File: src/rtl/opmem_pkg.sv
package opmem_pkg;

  // Index width for a count of items, never below one bit.
  function automatic int unsigned idx_width(input int unsigned count);
    return (count <= 1) ? 1 : $clog2(count);
  endfunction

  // Who drives a bank's second port in a given cycle.
  typedef enum logic [2:0] {
    OWN_IDLE    = 3'd0,
    OWN_HOST    = 3'd1,
    OWN_ALU     = 3'd2,
    OWN_COPY_RD = 3'd3,
    OWN_COPY_WR = 3'd4
  } portb_owner_e;

endpackage

File: src/rtl/opmem_dpram.sv
module opmem_dpram #(
  parameter int DW = 16,
  parameter int AW = 4
) (
  input  logic          clk,
  input  logic          a_we,
  input  logic [AW-1:0] a_addr,
  input  logic [DW-1:0] a_wdata,
  output logic [DW-1:0] a_rdata,
  input  logic          b_we,
  input  logic [AW-1:0] b_addr,
  input  logic [DW-1:0] b_wdata,
  output logic [DW-1:0] b_rdata,
  output logic          coll
);
  localparam int DEPTH = 1 << AW;

  logic [DW-1:0] mem [DEPTH];

  // Both ports write one address: port B is kept.
  assign coll = a_we && b_we && (a_addr == b_addr);

  always_ff @(posedge clk) begin
    a_rdata <= mem[a_addr];
    b_rdata <= mem[b_addr];
    if (a_we && !coll) mem[a_addr] <= a_wdata;
    if (b_we)          mem[b_addr] <= b_wdata;
  end
endmodule

File: src/rtl/opmem_copy_seq.sv
module opmem_copy_seq #(
  parameter int N  = 3,
  parameter int DW = 16,
  parameter int AW = 4,
  parameter int BW = 2
) (
  input  logic          clk,
  input  logic          rst_n,
  input  logic          busy,
  input  logic          start,
  input  logic [BW-1:0] src_bank,
  input  logic [AW-1:0] src_addr,
  input  logic [BW-1:0] dst_bank,
  input  logic [AW-1:0] dst_addr,
  input  logic [N*DW-1:0] bank_rdata,
  output logic          accept,
  output logic          rd_claim,
  output logic [BW-1:0] rd_bank,
  output logic [AW-1:0] rd_addr,
  output logic          wr_claim,
  output logic [BW-1:0] wr_bank,
  output logic [AW-1:0] wr_addr,
  output logic [DW-1:0] wr_data,
  output logic          done
);
  logic          wr_pend;
  logic [BW-1:0] src_bank_q;
  logic [BW-1:0] dst_bank_q;
  logic [AW-1:0] dst_addr_q;

  assign accept   = start && busy && !wr_pend;
  assign rd_claim = accept;
  assign rd_bank  = src_bank;
  assign rd_addr  = src_addr;
  assign wr_claim = wr_pend;
  assign wr_bank  = dst_bank_q;
  assign wr_addr  = dst_addr_q;
  assign wr_data  = bank_rdata[int'(src_bank_q)*DW +: DW];

  always_ff @(posedge clk or negedge rst_n) begin
    if (!rst_n) begin
      wr_pend    <= 1'b0;
      done       <= 1'b0;
      src_bank_q <= '0;
      dst_bank_q <= '0;
      dst_addr_q <= '0;
    end else begin
      wr_pend <= accept;
      done    <= wr_pend;
      if (accept) begin
        src_bank_q <= src_bank;
        dst_bank_q <= dst_bank;
        dst_addr_q <= dst_addr;
      end
    end
  end
endmodule

File: src/rtl/opmem_portb_mux.sv
module opmem_portb_mux
  import opmem_pkg::*;
#(
  parameter int DW  = 16,
  parameter int AW  = 4,
  parameter int BW  = 2,
  parameter int IDX = 0
) (
  input  logic          busy,
  input  logic          host_req,
  input  logic          host_we,
  input  logic [BW-1:0] host_bank,
  input  logic [AW-1:0] host_addr,
  input  logic [DW-1:0] host_wdata,
  input  logic          alu_we,
  input  logic [AW-1:0] alu_addr,
  input  logic [DW-1:0] alu_wdata,
  input  logic          rd_claim,
  input  logic [BW-1:0] rd_bank,
  input  logic [AW-1:0] rd_addr,
  input  logic          wr_claim,
  input  logic [BW-1:0] wr_bank,
  input  logic [AW-1:0] wr_addr,
  input  logic [DW-1:0] wr_data,
  output logic          b_we,
  output logic [AW-1:0] b_addr,
  output logic [DW-1:0] b_wdata
);
  localparam logic [BW-1:0] MY_BANK = BW'(IDX);

  portb_owner_e owner;

  always_comb begin
    if (wr_claim && wr_bank == MY_BANK)        owner = OWN_COPY_WR;
    else if (rd_claim && rd_bank == MY_BANK)   owner = OWN_COPY_RD;
    else if (busy)                             owner = OWN_ALU;
    else if (host_req && host_bank == MY_BANK) owner = OWN_HOST;
    else                                       owner = OWN_IDLE;
  end

  always_comb begin
    b_we    = 1'b0;
    b_addr  = alu_addr;
    b_wdata = alu_wdata;
    case (owner)
      OWN_COPY_WR: begin b_we = 1'b1;    b_addr = wr_addr;   b_wdata = wr_data;    end
      OWN_COPY_RD: begin b_we = 1'b0;    b_addr = rd_addr;                         end
      OWN_ALU:     begin b_we = alu_we;                                            end
      OWN_HOST:    begin b_we = host_we; b_addr = host_addr; b_wdata = host_wdata; end
      default:     begin b_we = 1'b0;                                              end
    endcase
  end
endmodule

File: src/rtl/opmem_banks.sv
module opmem_banks
  import opmem_pkg::*;
#(
  parameter int N  = 3,
  parameter int DW = 16,
  parameter int AW = 4,
  parameter int BW = idx_width(N)
) (
  input  logic            clk,
  input  logic            rst_n,
  input  logic            busy,
  input  logic [N-1:0]    mul_we,
  input  logic [N*AW-1:0] mul_addr,
  input  logic [N*DW-1:0] mul_wdata,
  output logic [N*DW-1:0] mul_rdata,
  input  logic [N-1:0]    alu_we,
  input  logic [N*AW-1:0] alu_addr,
  input  logic [N*DW-1:0] alu_wdata,
  output logic [N*DW-1:0] alu_rdata,
  input  logic            cp_start,
  input  logic [BW-1:0]   cp_src_bank,
  input  logic [AW-1:0]   cp_src_addr,
  input  logic [BW-1:0]   cp_dst_bank,
  input  logic [AW-1:0]   cp_dst_addr,
  output logic            cp_done,
  input  logic            host_req,
  input  logic            host_we,
  input  logic [BW-1:0]   host_bank,
  input  logic [AW-1:0]   host_addr,
  input  logic [DW-1:0]   host_wdata,
  output logic [DW-1:0]   host_rdata,
  output logic            host_rvalid,
  output logic            host_err,
  output logic [N-1:0]    collide
);
  // Named internal events, used by the checker.
  logic            cp_accept;
  logic            cp_rd_claim;
  logic [BW-1:0]   cp_rd_bank;
  logic [AW-1:0]   cp_rd_addr;
  logic            cp_wr_phase;
  logic [BW-1:0]   cp_wr_bank;
  logic [AW-1:0]   cp_wr_addr;
  logic [DW-1:0]   cp_wr_data;
  logic [N-1:0]    b_we_all;
  logic [N*AW-1:0] b_addr_all;
  logic [N*DW-1:0] b_wdata_all;
  logic [N*DW-1:0] b_rdata_all;
  logic            host_accept;
  logic [BW-1:0]   host_bank_q;

  assign host_accept = host_req && !busy;
  assign alu_rdata   = b_rdata_all;
  assign host_rdata  = b_rdata_all[int'(host_bank_q)*DW +: DW];

  opmem_copy_seq #(.N(N), .DW(DW), .AW(AW), .BW(BW)) u_copy (
    .clk(clk), .rst_n(rst_n), .busy(busy), .start(cp_start),
    .src_bank(cp_src_bank), .src_addr(cp_src_addr),
    .dst_bank(cp_dst_bank), .dst_addr(cp_dst_addr),
    .bank_rdata(b_rdata_all), .accept(cp_accept),
    .rd_claim(cp_rd_claim), .rd_bank(cp_rd_bank), .rd_addr(cp_rd_addr),
    .wr_claim(cp_wr_phase), .wr_bank(cp_wr_bank), .wr_addr(cp_wr_addr),
    .wr_data(cp_wr_data), .done(cp_done)
  );

  for (genvar i = 0; i < N; i++) begin : g_bank
    opmem_portb_mux #(.DW(DW), .AW(AW), .BW(BW), .IDX(i)) u_mux (
      .busy(busy), .host_req(host_req), .host_we(host_we),
      .host_bank(host_bank), .host_addr(host_addr), .host_wdata(host_wdata),
      .alu_we(alu_we[i]), .alu_addr(alu_addr[i*AW +: AW]),
      .alu_wdata(alu_wdata[i*DW +: DW]),
      .rd_claim(cp_rd_claim), .rd_bank(cp_rd_bank), .rd_addr(cp_rd_addr),
      .wr_claim(cp_wr_phase), .wr_bank(cp_wr_bank), .wr_addr(cp_wr_addr),
      .wr_data(cp_wr_data),
      .b_we(b_we_all[i]), .b_addr(b_addr_all[i*AW +: AW]),
      .b_wdata(b_wdata_all[i*DW +: DW])
    );

    opmem_dpram #(.DW(DW), .AW(AW)) u_ram (
      .clk(clk),
      .a_we(mul_we[i]), .a_addr(mul_addr[i*AW +: AW]),
      .a_wdata(mul_wdata[i*DW +: DW]), .a_rdata(mul_rdata[i*DW +: DW]),
      .b_we(b_we_all[i]), .b_addr(b_addr_all[i*AW +: AW]),
      .b_wdata(b_wdata_all[i*DW +: DW]), .b_rdata(b_rdata_all[i*DW +: DW]),
      .coll(collide[i])
    );
  end

  always_ff @(posedge clk or negedge rst_n) begin
    if (!rst_n) begin
      host_rvalid <= 1'b0;
      host_err    <= 1'b0;
      host_bank_q <= '0;
    end else begin
      host_rvalid <= host_accept && !host_we;
      host_err    <= host_req && busy;
      if (host_accept) host_bank_q <= host_bank;
    end
  end
endmodule

File: config.mk
export PLATFORM = sky130hd
export DESIGN_NAME = opmem_banks
export DESIGN_NICKNAME = d
export VERILOG_FILES = /design/src/rtl/opmem_pkg.sv /design/src/rtl/opmem_dpram.sv /design/src/rtl/opmem_copy_seq.sv /design/src/rtl/opmem_portb_mux.sv /design/src/rtl/opmem_banks.sv
export SDC_FILE = /design/constraint.sdc
export NUM_CORES = 2
export LEC_CHECK = 0
export BUFFER_PORTS_ARGS = -buffer_cell sky130_fd_sc_hd__buf_2
export CAP_MARGIN = 20
export CORE_ASPECT_RATIO = 0.7
export CORE_MARGIN = 8
export CORE_UTILIZATION = 55
export CTS_BUF_LIST = sky130_fd_sc_hd__clkbuf_2 sky130_fd_sc_hd__clkbuf_4 sky130_fd_sc_hd__clkbuf_8
export DETAILED_ROUTE_END_ITERATION = 10
export MAX_ROUTING_LAYER = met4
export PLACE_DENSITY = 0.73
export RECOVER_POWER = 50
export SKIP_LAST_GASP = 1
export SLEW_MARGIN = 20
export SYNTH_ARGS = -nofsm -noshare
export SYNTH_HDL_FRONTEND = slang
export SYNTH_SLANG_ARGS = --single-unit
File: constraint.sdc
create_clock -name clk -period 4.75 [get_ports clk]
set_input_delay 0.2375 -clock clk [delete_from_list [all_inputs] [get_ports clk]]
set_output_delay 0.2375 -clock clk [all_outputs]
set_load 0.01 [all_outputs]
==> results.py <==
metrics = {
    "worst_setup_path": {
        "path_cells": "nand3b_2 -> o211ai_1 -> mux2_1 -> nor2_1 -> clkbuf_1 -> nand2_1 -> clkbuf_4 -> mux2_2",
        "cp_num_buf_inv": 2,
        "cpLargestDelayFamily": "buffers and inverters",
        "worst_setup_path_start_kind": "flop",
        "crit_path_top_delay_cell": "clkbuf_1",
        "worstSetupPathType": "reg -> reg",
        "rrSetupSlack_ps": -40,
        "crit_fanout": 16,
        "r2r-start": "u_copy.wr_claim",
        "required_ps": 5340,
        "arrival_ps": 5380,
        "ff2ff_path_depth": 8,
        "critPathMaxStageDelay_ps": 1110,
        "worstSetupEndpointType": "flop",
        "r2r-end": "g_bank[2].u_ram.mem[2][4]",
    },
    "sta": {
        "setup_viol": 11,
        "finalHoldViolations": 0,
        "maxSlewHeadroom": -1.18,
        "fin_crit_ps": 4790,
        "fmax_mhz": 209,
        "slew_viol_final": 317,
        "fin_crit_sh": 1.01,
        "skew_ps": 45.4,
        "hold_slack_ps": 84.8,
        "fin_ws_ps": -41.0,
        "tightest_slew_ps": 3270,
        "rsz0062_at_grt": "false",
    },
    "die": {
        "initial_utilization": 0.555,
        "die_h_um": 271,
        "num_rows": 93,
        "pin_count": 284,
        "fp.coreArea_um2": 91900,
        "design.die.area_um2": 103000,
        "die_x_um": 380,
    },
    "power_and_ir_drop": {
        "p_leak_uw": 0.0200,
        "totalPowerFinal_uw": 20500,
        "ir_drop_mv": 0.269,
        "power_density_nw_per_um2": 356,
    },
    "placement": {
        "dp.final_hpwl_um": 127000,
        "dp_cells": 5143,
        "io_buffers": 283,
        "gp_congestion": 1.02,
    },
    "detailed_routing": {
        "final_antenna_net_count": 0,
        "totalWireLength_um": 184000,
        "routedWlPerCell_um": 33.4,
        "viasPerCell": 7.04,
        "via_count": 38700,
        "drt_pass1_iterations": 7,
        "drcViolationCount": 0,
        "first_iter_violations": 6314,
    },
    "global_routing": {
        "track_usage": 0.353,
        "grt_first_pass_wirelength_um": 262000,
        "grt_max_degree": 129,
        "grt_pass1_vias": 36900,
        "grt-ovfl-total": 0,
        "antenna_found_initial": 22,
    },
    "logic_synthesis": {
        "synth_area_leaders": "edfxtp_1 45%, mux2_2 18%, mux4_2 11%",
        "syn_area_um2": 51000,
        "yosysSeqAreaShare": 0.497,
        "synth.ff_latch_count": 878,
        "synth_cell_types": 83,
        "synth_area_per_cell_um2": 13.3,
        "syn_nets": 4014,
        "netlist_top_cells_count": "835 x mux2_2, 768 x edfxtp_1, 511 x nand2_1",
        "yosys_warnings": 0,
        "synthFlopType": "edfxtp_1",
        "async_reset_ff_frac": 0.0159,
        "synth_top_area_cell": "edfxtp_1",
        "synth-edff-count": 768,
        "netlist.area_leader.share": 0.452,
        "synth_cells": 3848,
        "synth.most_common_cell": "mux2_2",
    },
    "final_layout": {
        "final_cells": 5502,
        "nNetsFinal": 4294,
        "final_util": 0.626,
        "layout-drive-gt1-share": 0.413,
        "syn2layout_area_growth_pct": 12.9,
    },
    "clock_network": {
        "cts_tree": "built",
        "clk_latency_ps": 870,
        "numCtsBuffers": 143,
        "cts_sinks": 878,
        "clockRootBuffer": "clkbuf_8",
        "post-cts-setup-buffers": 0,
        "path_clk_slew_ps": 70,
        "clock_tree.buffer_depth": 3,
        "ctsHtreeMaxLevel": 4,
    },
    "hold_path": {
        "hold_path.class": "in -> reg",
        "whs_endpoint": "g_bank[0].u_ram.mem[13][8]",
        "holdPathStages": 2,
        "worstHoldStart": "mul_wdata[8]",
    },
    "outcome": {
        "violations": "capacitance limit, slew limit, setup timing",
        "status": "complete, but fails checks",
    },
    "job": {
        "maxCapViolCount": 10,
    },
}
## logic make-up (layout without fill, tap and decap cells)
| logic type | Yosys count | after routing | synth area share |
|---|---|---|---|
| multiplexers | 1218 | 1218 | 0.318 |
| flip-flops | 878 | 878 | 0.497 |
| AND/OR/NAND/NOR | 800 | 800 | 0.0732 |
| AO/OA/AOI/OAI | 545 | 545 | 0.0764 |
| buffers and inverters | 400 | 801 | 0.0339 |
| XOR/XNOR | 7 | 7 | 0.00120 |
| other | 0 | 18 | 0 |
## per-layer routing
layer	part of all wire	up-vias	global-route usage
met3	0.17	313	0.145
met5	0	-	-
met4	0.022	0	0.0901
li1	-	15700	-
met1	0.41	19500	0.507
met2	0.40	3175	0.460
## registers in the layout, summed over array words and instances, names as in the netlist
signal,cells
u_copy.wr_claim,1
u_copy.wr_bank,2
g_bank.u_ram.b_rdata,48
host_err,1
g_bank.u_ram.mem,768
host_bank_q,2
u_copy.wr_addr,4
u_copy.done,1
host_rvalid,1
u_copy.src_bank_q,2
g_bank.u_ram.a_rdata,48
## repair_timing
item / in CTS / in global routing
hold endpoints to repair: 782 / 0
setup endpoints to repair: 0 / 42
resized for setup: 0 / 2
hold buffers: 74 / 0
## how the worst max path moves through the flow
stage | startpoint | to | cells after the start
final | u_copy.wr_claim | g_bank[2].u_ram.mem[2][4] | 8
after detailed placement | busy | g_bank[2].u_ram.mem[0][8] | 12
after CTS | u_copy.wr_claim | g_bank[2].u_ram.mem[0][8] | 11
after global placement | busy | g_bank[2].u_ram.mem[11][1] | 12
after floorplan | u_copy.wr_claim | g_bank[2].u_ram.mem[3][0] | 9
after global routing | u_copy.wr_claim | g_bank[2].u_ram.mem[2][4] | 8
## cell type report
type / count / area (µm²)
Inverter: 6 / 22.5
Clock inverter: 60 / 483
Clock buffer: 206 / 2530
Tap cell: 1235 / 1550
Fill cell: 7174 / 34300
Antenna cell: 18 / 45.0
Timing Repair Buffer: 529 / 3360
Sequential cell: 878 / 25300
Multi-Input combinational cell: 2570 / 24300
## report_power, final
group / total [µW] / switching, µW / internal (µW)
logic: 4050 / 2530 / 1520
registers: 9300 / 489 / 8810
clock network: 7120 / 3320 / 3800
## per-stage QoR
stage	worst slack [ps]	instance area, µm²	TNS (ps)
global placement	386	54100	0
CTS	330	57900	0
floorplan	1220	51000	0
global route	50.7	57600	0
detailed placement	278	54100	0
finish	-41.0	57600	-164
## cell usage in the layout, fill, tap and decap left out, types with 25 or more instances in the layout
cell           synthesis  layout
a21oi_1               72      72
buf_4                 28     136
nand3_1               26      25
clkbuf_4               0      52
edfxtp_1             768     768
a211oi_1              49      50
nand2_1              511     514
clkbuf_1             246     123
dfxtp_1               96      96
mux4_2               240     240
a311oi_1              48      48
clkbuf_8               0     158
mux2i_1              143     143
nor2_1                74      75
and3_1                53      53
a31oi_1               52      39
mux2_2               835     833
buf_2                 77     165
a32oi_1               36      36
dlygate4sd3_1          0      74
o211ai_1              82      82
o21ai_0               60      37
Power figures use the tool's default switching activity.
